$ cat src/rtl/wpc_pkg.sv
package wpc_pkg;

   typedef enum logic [2:0] {
      ST_IDLE,
      ST_SLOW1,
      ST_SLOW2,
      ST_FREQ,
      ST_FWAIT
   } wpc_state_e;

   localparam int EV_FAST = 0;
   localparam int EV_SLOW = 1;
   localparam int EV_MISS = 2;
   localparam int NUM_EV  = 3;

endpackage

$ cat src/rtl/wpc_tag_store.sv
module wpc_tag_store #(
   parameter int NUM_SETS = 4,
   parameter int NUM_WAYS = 2,
   parameter int TAG_W    = 2,
   parameter int IDX_W    = $clog2(NUM_SETS),
   parameter int WAY_W    = $clog2(NUM_WAYS)
) (
   input  logic                clk,
   input  logic                rst_n,
   input  logic [IDX_W-1:0]    idx,
   input  logic [TAG_W-1:0]    tag,
   input  logic                fill_en,
   input  logic [WAY_W-1:0]    fill_way,
   output logic [NUM_WAYS-1:0] hit
);

   for (genvar w = 0; w < NUM_WAYS; w++) begin : g_way
      logic [NUM_SETS-1:0] vld_q;
      logic [TAG_W-1:0]    tag_q [NUM_SETS];
      logic                sel;

      assign sel = fill_en && (fill_way == WAY_W'(w));

      always_ff @(posedge clk or negedge rst_n) begin
         if (!rst_n) begin
            vld_q <= '0;
         end else if (sel) begin
            vld_q[idx] <= 1'b1;
         end
      end

      always_ff @(posedge clk) begin
         if (sel) begin
            tag_q[idx] <= tag;
         end
      end

      assign hit[w] = vld_q[idx] && (tag_q[idx] == tag);
   end


   hit_unique_chk: assert property (@(posedge clk) disable iff (!rst_n)
      $onehot0(hit));

endmodule

$ cat src/rtl/wpc_data_store.sv
module wpc_data_store #(
   parameter int NUM_SETS = 4,
   parameter int NUM_WAYS = 2,
   parameter int WORD_W   = 32,
   parameter int WORDS    = 4,
   parameter int IDX_W    = $clog2(NUM_SETS),
   parameter int WAY_W    = $clog2(NUM_WAYS),
   parameter int WSEL_W   = (WORDS > 1) ? $clog2(WORDS) : 1,
   parameter int LINE_W   = WORD_W * WORDS
) (
   input  logic              clk,
   input  logic [IDX_W-1:0]  idx,
   input  logic [WSEL_W-1:0] wsel,
   input  logic [WAY_W-1:0]  rd_way,
   input  logic              fill_en,
   input  logic [WAY_W-1:0]  fill_way,
   input  logic [LINE_W-1:0] fill_line,
   output logic [WORD_W-1:0] rd_word
);

   logic [LINE_W-1:0] way_line [NUM_WAYS];
   logic [LINE_W-1:0] sel_line;

   for (genvar w = 0; w < NUM_WAYS; w++) begin : g_way
      logic [LINE_W-1:0] line_q [NUM_SETS];

      always_ff @(posedge clk) begin
         if (fill_en && (fill_way == WAY_W'(w))) begin
            line_q[idx] <= fill_line;
         end
      end

      assign way_line[w] = line_q[idx];
   end

   assign sel_line = way_line[rd_way];

   if (WORDS > 1) begin : g_wmux
      assign rd_word = sel_line[wsel*WORD_W +: WORD_W];
   end else begin : g_wone
      logic unused_wsel;
      assign unused_wsel = ^wsel;
      assign rd_word     = sel_line[WORD_W-1:0];
   end

endmodule

$ cat src/rtl/wpc_policy_bits.sv
module wpc_policy_bits #(
   parameter int NUM_SETS = 4,
   parameter int IDX_W    = $clog2(NUM_SETS)
) (
   input  logic             clk,
   input  logic             rst_n,
   input  logic [IDX_W-1:0] idx,
   input  logic             touch_en,
   input  logic             touch_way,
   input  logic             steer_en,
   output logic             pred_way,
   output logic             lru_way
);

   logic [NUM_SETS-1:0] pred_q;
   logic [NUM_SETS-1:0] lru_q;

   always_ff @(posedge clk or negedge rst_n) begin
      if (!rst_n) begin
         pred_q <= '0;
         lru_q  <= '0;
      end else if (touch_en) begin
         lru_q[idx] <= ~touch_way;
         if (steer_en) begin
            pred_q[idx] <= touch_way;
         end
      end
   end

   assign pred_way = pred_q[idx];
   assign lru_way  = lru_q[idx];


   policy_hold_chk: assert property (@(posedge clk) disable iff (!rst_n)
      !touch_en |=> ($stable(lru_q) && $stable(pred_q)));

endmodule

$ cat src/rtl/wpc_event_ctr.sv
module wpc_event_ctr #(
   parameter int CNT_W = 16
) (
   input  logic             clk,
   input  logic             rst_n,
   input  logic             inc,
   output logic [CNT_W-1:0] count
);

   always_ff @(posedge clk or negedge rst_n) begin
      if (!rst_n) begin
         count <= '0;
      end else if (inc) begin
         count <= count + CNT_W'(1);
      end
   end

endmodule

$ cat src/rtl/way_pred_cache.sv
module way_pred_cache
   import wpc_pkg::*;
#(
   parameter int ADDR_W     = 8,
   parameter int LINE_BYTES = 16,
   parameter int NUM_SETS   = 4,
   parameter int NUM_WAYS   = 2,
   parameter int WORD_W     = 32,
   parameter int CNT_W      = 16
) (
   input  logic                    clk,
   input  logic                    rst_n,
   input  logic                    req_valid,
   output logic                    req_ready,
   input  logic [ADDR_W-1:0]       req_addr,
   output logic                    resp_valid,
   output logic [WORD_W-1:0]       resp_data,
   output logic                    mem_req_valid,
   output logic [ADDR_W-1:0]       mem_req_addr,
   input  logic                    mem_resp_valid,
   input  logic [LINE_BYTES*8-1:0] mem_resp_line,
   output logic [CNT_W-1:0]        fast_hits,
   output logic [CNT_W-1:0]        slow_hits,
   output logic [CNT_W-1:0]        misses
);

   localparam int LINE_W     = LINE_BYTES * 8;
   localparam int WORD_BYTES = WORD_W / 8;
   localparam int WORDS      = LINE_BYTES / WORD_BYTES;
   localparam int OFF_W      = $clog2(LINE_BYTES);
   localparam int BSEL_W     = $clog2(WORD_BYTES);
   localparam int WSEL_W     = (WORDS > 1) ? $clog2(WORDS) : 1;
   localparam int IDX_W      = $clog2(NUM_SETS);
   localparam int LN_W       = ADDR_W - OFF_W;
   localparam int TAG_W      = LN_W - IDX_W;
   localparam int WAY_W      = 1;

   // elaboration checks
   if (NUM_WAYS != 2) begin : g_bad_ways
      $error("one steering bit per set needs exactly two ways");
   end
   if ((1 << IDX_W) != NUM_SETS || IDX_W < 1) begin : g_bad_sets
      $error("set count must be a power of two, at least 2");
   end
   if (TAG_W < 1) begin : g_bad_tag
      $error("address too narrow for the chosen geometry");
   end
   if ((WORD_W % 8) != 0 || (LINE_BYTES % WORD_BYTES) != 0) begin : g_bad_word
      $error("line must hold a whole number of byte-sized words");
   end

   wpc_state_e          state_q;
   logic [LN_W-1:0]     cur_line_q;
   logic [WSEL_W-1:0]   cur_wsel_q;
   logic                resp_valid_q;
   logic [WORD_W-1:0]   resp_data_q;

   logic [LN_W-1:0]     req_line;
   logic [WSEL_W-1:0]   req_wsel;
   logic [LN_W-1:0]     lk_line;
   logic [WSEL_W-1:0]   lk_wsel;
   logic [IDX_W-1:0]    lk_idx;
   logic [TAG_W-1:0]    lk_tag;

   logic [NUM_WAYS-1:0] hit;
   logic                pred_way;
   logic                lru_way;
   logic                hit_way;
   logic                accept;
   logic                fast_hit;
   logic                slow_hit;
   logic                fill_en;
   logic                touch_en;
   logic                touch_way;
   logic                rd_way;
   logic [WORD_W-1:0]   rd_word;
   logic [WORD_W-1:0]   fill_word;
   logic [NUM_EV-1:0]   ev_inc;
   logic [CNT_W-1:0]    ev_count [NUM_EV];

   // address fields
   assign req_line = req_addr[ADDR_W-1:OFF_W];

   if (WORDS > 1) begin : g_req_wsel
      assign req_wsel = req_addr[BSEL_W +: WSEL_W];
   end else begin : g_req_nowsel
      assign req_wsel = '0;
   end

   if (BSEL_W > 0) begin : g_bsel_sink
      logic unused_bsel;
      assign unused_bsel = ^req_addr[BSEL_W-1:0];
   end

   assign lk_line = (state_q == ST_IDLE) ? req_line : cur_line_q;
   assign lk_wsel = (state_q == ST_IDLE) ? req_wsel : cur_wsel_q;
   assign lk_idx  = lk_line[IDX_W-1:0];
   assign lk_tag  = lk_line[LN_W-1:IDX_W];

   // lookup and path decision
   assign req_ready = (state_q == ST_IDLE);
   assign accept    = req_valid && req_ready;
   assign hit_way   = hit[1];
   assign fast_hit  = hit[pred_way];
   assign slow_hit  = (|hit) && !fast_hit;
   assign fill_en   = (state_q == ST_FWAIT) && mem_resp_valid;
   assign rd_way    = (state_q == ST_IDLE) ? pred_way : hit_way;

   always_comb begin
      touch_en  = 1'b0;
      touch_way = pred_way;
      unique case (state_q)
         ST_IDLE: begin
            touch_en  = accept && fast_hit;
            touch_way = pred_way;
         end
         ST_SLOW2: begin
            touch_en  = 1'b1;
            touch_way = hit_way;
         end
         ST_FWAIT: begin
            touch_en  = mem_resp_valid;
            touch_way = lru_way;
         end
         default: begin
            touch_en  = 1'b0;
            touch_way = pred_way;
         end
      endcase
   end

   if (WORDS > 1) begin : g_fill_wmux
      assign fill_word = mem_resp_line[cur_wsel_q*WORD_W +: WORD_W];
   end else begin : g_fill_wone
      assign fill_word = mem_resp_line[WORD_W-1:0];
   end

   // storage
   wpc_tag_store #(
      .NUM_SETS (NUM_SETS),
      .NUM_WAYS (NUM_WAYS),
      .TAG_W    (TAG_W),
      .IDX_W    (IDX_W),
      .WAY_W    (WAY_W)
   ) u_tags (
      .clk      (clk),
      .rst_n    (rst_n),
      .idx      (lk_idx),
      .tag      (lk_tag),
      .fill_en  (fill_en),
      .fill_way (lru_way),
      .hit      (hit)
   );

   wpc_data_store #(
      .NUM_SETS (NUM_SETS),
      .NUM_WAYS (NUM_WAYS),
      .WORD_W   (WORD_W),
      .WORDS    (WORDS),
      .IDX_W    (IDX_W),
      .WAY_W    (WAY_W),
      .WSEL_W   (WSEL_W),
      .LINE_W   (LINE_W)
   ) u_data (
      .clk       (clk),
      .idx       (lk_idx),
      .wsel      (lk_wsel),
      .rd_way    (rd_way),
      .fill_en   (fill_en),
      .fill_way  (lru_way),
      .fill_line (mem_resp_line),
      .rd_word   (rd_word)
   );

   wpc_policy_bits #(
      .NUM_SETS (NUM_SETS),
      .IDX_W    (IDX_W)
   ) u_policy (
      .clk       (clk),
      .rst_n     (rst_n),
      .idx       (lk_idx),
      .touch_en  (touch_en),
      .touch_way (touch_way),
      .steer_en  (state_q != ST_IDLE),
      .pred_way  (pred_way),
      .lru_way   (lru_way)
   );

   // access sequencer
   always_ff @(posedge clk or negedge rst_n) begin
      if (!rst_n) begin
         state_q      <= ST_IDLE;
         cur_line_q   <= '0;
         cur_wsel_q   <= '0;
         resp_valid_q <= 1'b0;
         resp_data_q  <= '0;
      end else begin
         resp_valid_q <= 1'b0;
         unique case (state_q)
            ST_IDLE: begin
               if (accept) begin
                  cur_line_q <= req_line;
                  cur_wsel_q <= req_wsel;
                  if (fast_hit) begin
                     resp_valid_q <= 1'b1;
                     resp_data_q  <= rd_word;
                  end else if (slow_hit) begin
                     state_q <= ST_SLOW1;
                  end else begin
                     state_q <= ST_FREQ;
                  end
               end
            end
            ST_SLOW1: state_q <= ST_SLOW2;
            ST_SLOW2: begin
               resp_valid_q <= 1'b1;
               resp_data_q  <= rd_word;
               state_q      <= ST_IDLE;
            end
            ST_FREQ: state_q <= ST_FWAIT;
            ST_FWAIT: begin
               if (mem_resp_valid) begin
                  resp_valid_q <= 1'b1;
                  resp_data_q  <= fill_word;
                  state_q      <= ST_IDLE;
               end
            end
            default: state_q <= ST_IDLE;
         endcase
      end
   end

   assign resp_valid    = resp_valid_q;
   assign resp_data     = resp_data_q;
   assign mem_req_valid = (state_q == ST_FREQ);
   assign mem_req_addr  = {cur_line_q, {OFF_W{1'b0}}};

   // event counters
   assign ev_inc[EV_FAST] = accept && fast_hit;
   assign ev_inc[EV_SLOW] = (state_q == ST_SLOW2);
   assign ev_inc[EV_MISS] = fill_en;

   for (genvar e = 0; e < NUM_EV; e++) begin : g_ev
      wpc_event_ctr #(.CNT_W(CNT_W)) u_ctr (
         .clk   (clk),
         .rst_n (rst_n),
         .inc   (ev_inc[e]),
         .count (ev_count[e])
      );
   end

   assign fast_hits = ev_count[EV_FAST];
   assign slow_hits = ev_count[EV_SLOW];
   assign misses    = ev_count[EV_MISS];


   fast_lat_chk: assert property (@(posedge clk) disable iff (!rst_n)
      (accept && fast_hit) |=> (resp_valid && !mem_req_valid));


   slow_lat_chk: assert property (@(posedge clk) disable iff (!rst_n)
      (accept && slow_hit) |=> !resp_valid ##1 !resp_valid ##1 resp_valid);


   memreq_pulse_chk: assert property (@(posedge clk) disable iff (!rst_n)
      mem_req_valid |=> !mem_req_valid);


   fill_resp_chk: assert property (@(posedge clk) disable iff (!rst_n)
      fill_en |=> resp_valid);


   busy_ready_chk: assert property (@(posedge clk) disable iff (!rst_n)
      (accept && !fast_hit) |=> !req_ready);


   resp_ready_chk: assert property (@(posedge clk) disable iff (!rst_n)
      resp_valid |-> req_ready);


   ev_single_chk: assert property (@(posedge clk) disable iff (!rst_n)
      (ev_inc != '0) |=> resp_valid);

endmodule

$ cat config.mk
export PLATFORM = sky130hd
export DESIGN_NAME = way_pred_cache
export DESIGN_NICKNAME = d
export VERILOG_FILES = /design/src/rtl/wpc_pkg.sv /design/src/rtl/wpc_tag_store.sv /design/src/rtl/wpc_data_store.sv /design/src/rtl/wpc_policy_bits.sv /design/src/rtl/wpc_event_ctr.sv /design/src/rtl/way_pred_cache.sv
export SDC_FILE = /design/constraint.sdc
export NUM_CORES = 1
export LEC_CHECK = 0
export ABC_AREA = 1
export BUFFER_PORTS_ARGS = -buffer_cell sky130_fd_sc_hd__buf_2
export CORE_AREA = 2 2 304 531
export DETAILED_ROUTE_END_ITERATION = 12
export DIE_AREA = 0 0 306 533
export GPL_ROUTABILITY_DRIVEN = 0
export PLACE_DENSITY = 0.44
export SETUP_SLACK_MARGIN = 0.5
export SYNTH_ARGS = -nofsm -noshare
export SYNTH_HDL_FRONTEND = slang
export SYNTH_SLANG_ARGS = --single-unit
$ cat constraint.sdc
create_clock -name clk -period 23.4 [get_ports clk]
set_clock_uncertainty 0.15 [all_clocks]
set_input_delay 1.17 -clock clk [delete_from_list [all_inputs] [get_ports clk]]
set_output_delay 1.17 -clock clk [all_outputs]
set_load 0.02 [all_outputs]
==> results.md <==
- Clock latency at the later pin of the worst-skew pair: 760 ps
- CTS tree: done
- Clock network fraction of design power: 22.9%
- LEAKAGE: 18.5 nW
- DR vias/cell: 5.08
- Die Y-Extent: 533 um
- Reg2Reg Depth: 19
- Startpoint type of the worst setup path: flip-flop
- Count of different cell masters after synthesis: 42
- Synth Register Bits: 1146
- Worst Hold Path EP: u_tags.g_way[1].vld_q[2]$_DFFE_PN0P_
- Synth warn: 0
- Sequential share of the synthesized area: 74.2%
- Cell Rows: 194
- Final #Nets: 3905
- First-pass GRT wire length: 224000 um
- Max Cap Viol: 0
- Hold path startpoint: u_tags.g_way[1].vld_q[2]$_DFFE_PN0P_
- Top cells by area, synth: edfxtp_1 (68%), nand2_1 (7.4%), dfrtp_1 (5.8%), nand3_1 (5.8%), a22oi_1 (4.2%)
- Switch Pwr: 3.49 mW
- Slew @ Worst Pin: 1220 ps
- CTS Root Cell: clkbuf_16
- Die outline width: 306 um
- Peak VDD IR: 0.144 mV
- Vias: 30100
- Clock transition at path regs: 60 ps
- Clock buffer depth: 3
- Initial Util: 28.7%
- Most common cell after layout, fill and taps aside: edfxtp_1
- Gr ovfl total: 0
- Clock Sinks: 1146
- Largest net degree at the start of global routing: 128
- Slew Viols, Final: 0
- Critical path startpoint: state_q[0]$_DFFE_PN0P_
- Post-Synthesis Cells: 3582
- Die area: 0.163 mm^2
- H-tree Lvls: 3
- Total GRT Usage: 19.1%
- Hold Crit Class: flip-flop to flip-flop
- Num CTS Buffers: 112
- Reg2reg start: state_q[0]$_DFFE_PN0P_
- Setup violations, final: 0
- Hold Violations, Final: 0
- Post-CTS sizing: 0
- WS Path Type: flip-flop to flip-flop
- FF-to-FF End: resp_data[31]$_DFFE_PN0P_
- Gate power share: 46.1%
- Top-area cell type share of the netlist area: 68.4%
- Hold path cells: 2
- Mapped Avg Cell Area: 12.8 um^2
- Initial antenna violation count: 62
- Routed WL: 158000 um
- R2R Setup Slk: 18010 ps
- DR iter-0 viols: 2378
- Vias in the first global route: 29700
- Worst Path Required: 23960 ps
- Internal Power: 4.27 mW
- Final period util: 23.0%
- Worst Path Arrival: 5950 ps
- Seq pwr share: 31.0%
- Top cell type by total area after synthesis: edfxtp_1
- Hold buffers post-CTS: 0
- RSZ-0062 raised after global routing: no
- Post CTS Setup Buffer Count: 0
- DRC: 0
- Area growth syn-to-layout: 15.1%
- Status: finished clean
- PD cells: 148 mW/mm^2
- Tmin final: 5390 ps
- CP endpoint kind: flip-flop
- F_max: 0.186 GHz
- # IOs: 231
- Final hold slack: 302 ps
- Dpl hpwl: 92800 um
- Share of cells above drive strength 1: 12.7%
- Core area: 0.159 mm^2
- Worst-path fanout max: 59
- Drt pass-1 iters: 8
- Most frequent cells in the layout: edfxtp_1 (1040), nand2_1 (895), nand3_1 (528)
- Drt wl/cell: 26.7 um
- Sw Share: 45.0%
- Post-route ant nets: 0
- Post-route setup TNS: 0 ps
- Netlist Area Pre-Place: 0.0457 mm^2
- Slew HR: 18.4%
- Finished Core Util: 33.1%
- Port bufs: 224
==> synth_stat cells (all sizes together) <==
library cell     n
dfrtp          106
o22a             1
a31oi            2
o21a             2
clkbuf         114
a21oi           35
inv             65
nor3            11
o221ai           1
ha               3
o21ba            1
xnor2           11
conb             1
o211ai           1
nor4             2
nand3          529
nand4           79
buf            106
clkinv           2
a22oi          256
o22ai           32
xor2            32
nor3b            1
o2111ai          1
or2              5
o21ai           94
edfxtp        1040
nand2          908
nor2           141
==> power by group through the flow <==
stage | logic [mW] | clock network (mW) | registers, mW
3_5_place_dp | 3.64 | 0 | 2.45
2_1_floorplan | 2.13 | 0 | 2.50
5_1_grt | 3.88 | 1.89 | 2.42
6_report | 3.58 | 1.78 | 2.41
3_3_place_gp | 3.63 | 0 | 2.45
4_1_cts | 3.64 | 1.83 | 2.41
==> cell type report <==
| type | instances | area [um^2] |
|---|---|---|
| fillers | 15700 | 106000 |
| flip-flops and latches | 1146 | 33900 |
| multi-input cells | 2152 | 10700 |
| clock buffers | 149 | 3040 |
| well taps | 2058 | 2570 |
| repair buffers | 283 | 1620 |
| clock inverters | 52 | 493 |
| inverters | 67 | 279 |
| diodes | 13 | 32.5 |
==> how the worst max path moves through the flow <==
| stage | to | slack [ps] | cells past startpoint |
|---|---|---|---|
| global route | resp_data[31]$_DFFE_PN0P_ | 17640 | 19 |
| detailed placement | resp_data[25]$_DFFE_PN0P_ | 17490 | 19 |
| global placement | resp_data[25]$_DFFE_PN0P_ | 17470 | 19 |
| CTS | resp_data[25]$_DFFE_PN0P_ | 17860 | 19 |
| floorplan | u_tags.g_way[1].vld_q[1]$_DFFE_PN0P_ | 15050 | 10 |
| finish | resp_data[31]$_DFFE_PN0P_ | 18010 | 19 |
==> metrics by stage <==
| stage | worst slack (ps) | instances | power, mW | area, um^2 |
|---|---|---|---|---|
| after floorplan | 15050 | 3585 | 4.63 | 45700 |
| after global placement | 17470 | 5706 | 6.08 | 49000 |
| after detailed placement | 17490 | 5706 | 6.08 | 49000 |
| after CTS | 17860 | 5907 | 7.88 | 52500 |
| after global routing | 17640 | 5908 | 8.19 | 52500 |
| final | 18010 | 5920 | 7.77 | 52600 |
==> cells by family after synthesis <==
group	Yosys count	share of synthesized area (%)
other	1	0.00821
AO/OA/AOI/OAI	426	6.23
flip-flops	1146	74.2
XOR/XNOR	43	0.825
adder cells (fa/ha/maj)	3	0.0822
buffers and inverters	287	2.74
AND/OR/NAND/NOR	1676	15.9
==> metal layers <==
layer | track usage (%) | routed length, um
met1 | 23.2 | 62900
met2 | 32.1 | 77600
met3 | 4.55 | 10600
met4 | 8.26 | 6740
met5 | 0 | 328
==> flip-flops by register name, summed over array words and instances (netlist names) <==
signal / flops
g_ev.u_ctr.count: 48
resp_data: 32
cur_line_q: 4
cur_wsel_q: 2
u_tags.g_way.tag_q: 16
u_policy.lru_q: 4
resp_valid: 1
state_q: 3
u_policy.pred_q: 4
u_data.g_way.line_q: 1024
u_tags.g_way.vld_q: 8
==> worst max-delay path, cell delays in order (launching register included) <==
cell     delay (ps)
dfrtp_1         430
nor2_4          200
nand2_4         250
nand2_1         210
nand2_2         150
nand2_1         350
nor2_1           70
nor2_1          130
nand2_2          90
inv_2           120
nand2_8         340
nand2_4         370
buf_4           640
buf_4           720
nand2_1         110
nand3_1         350
nand3_1         120
nand3_1          90
nand2_1         190
nand2_1         110
(Power assumes the default switching activity.)
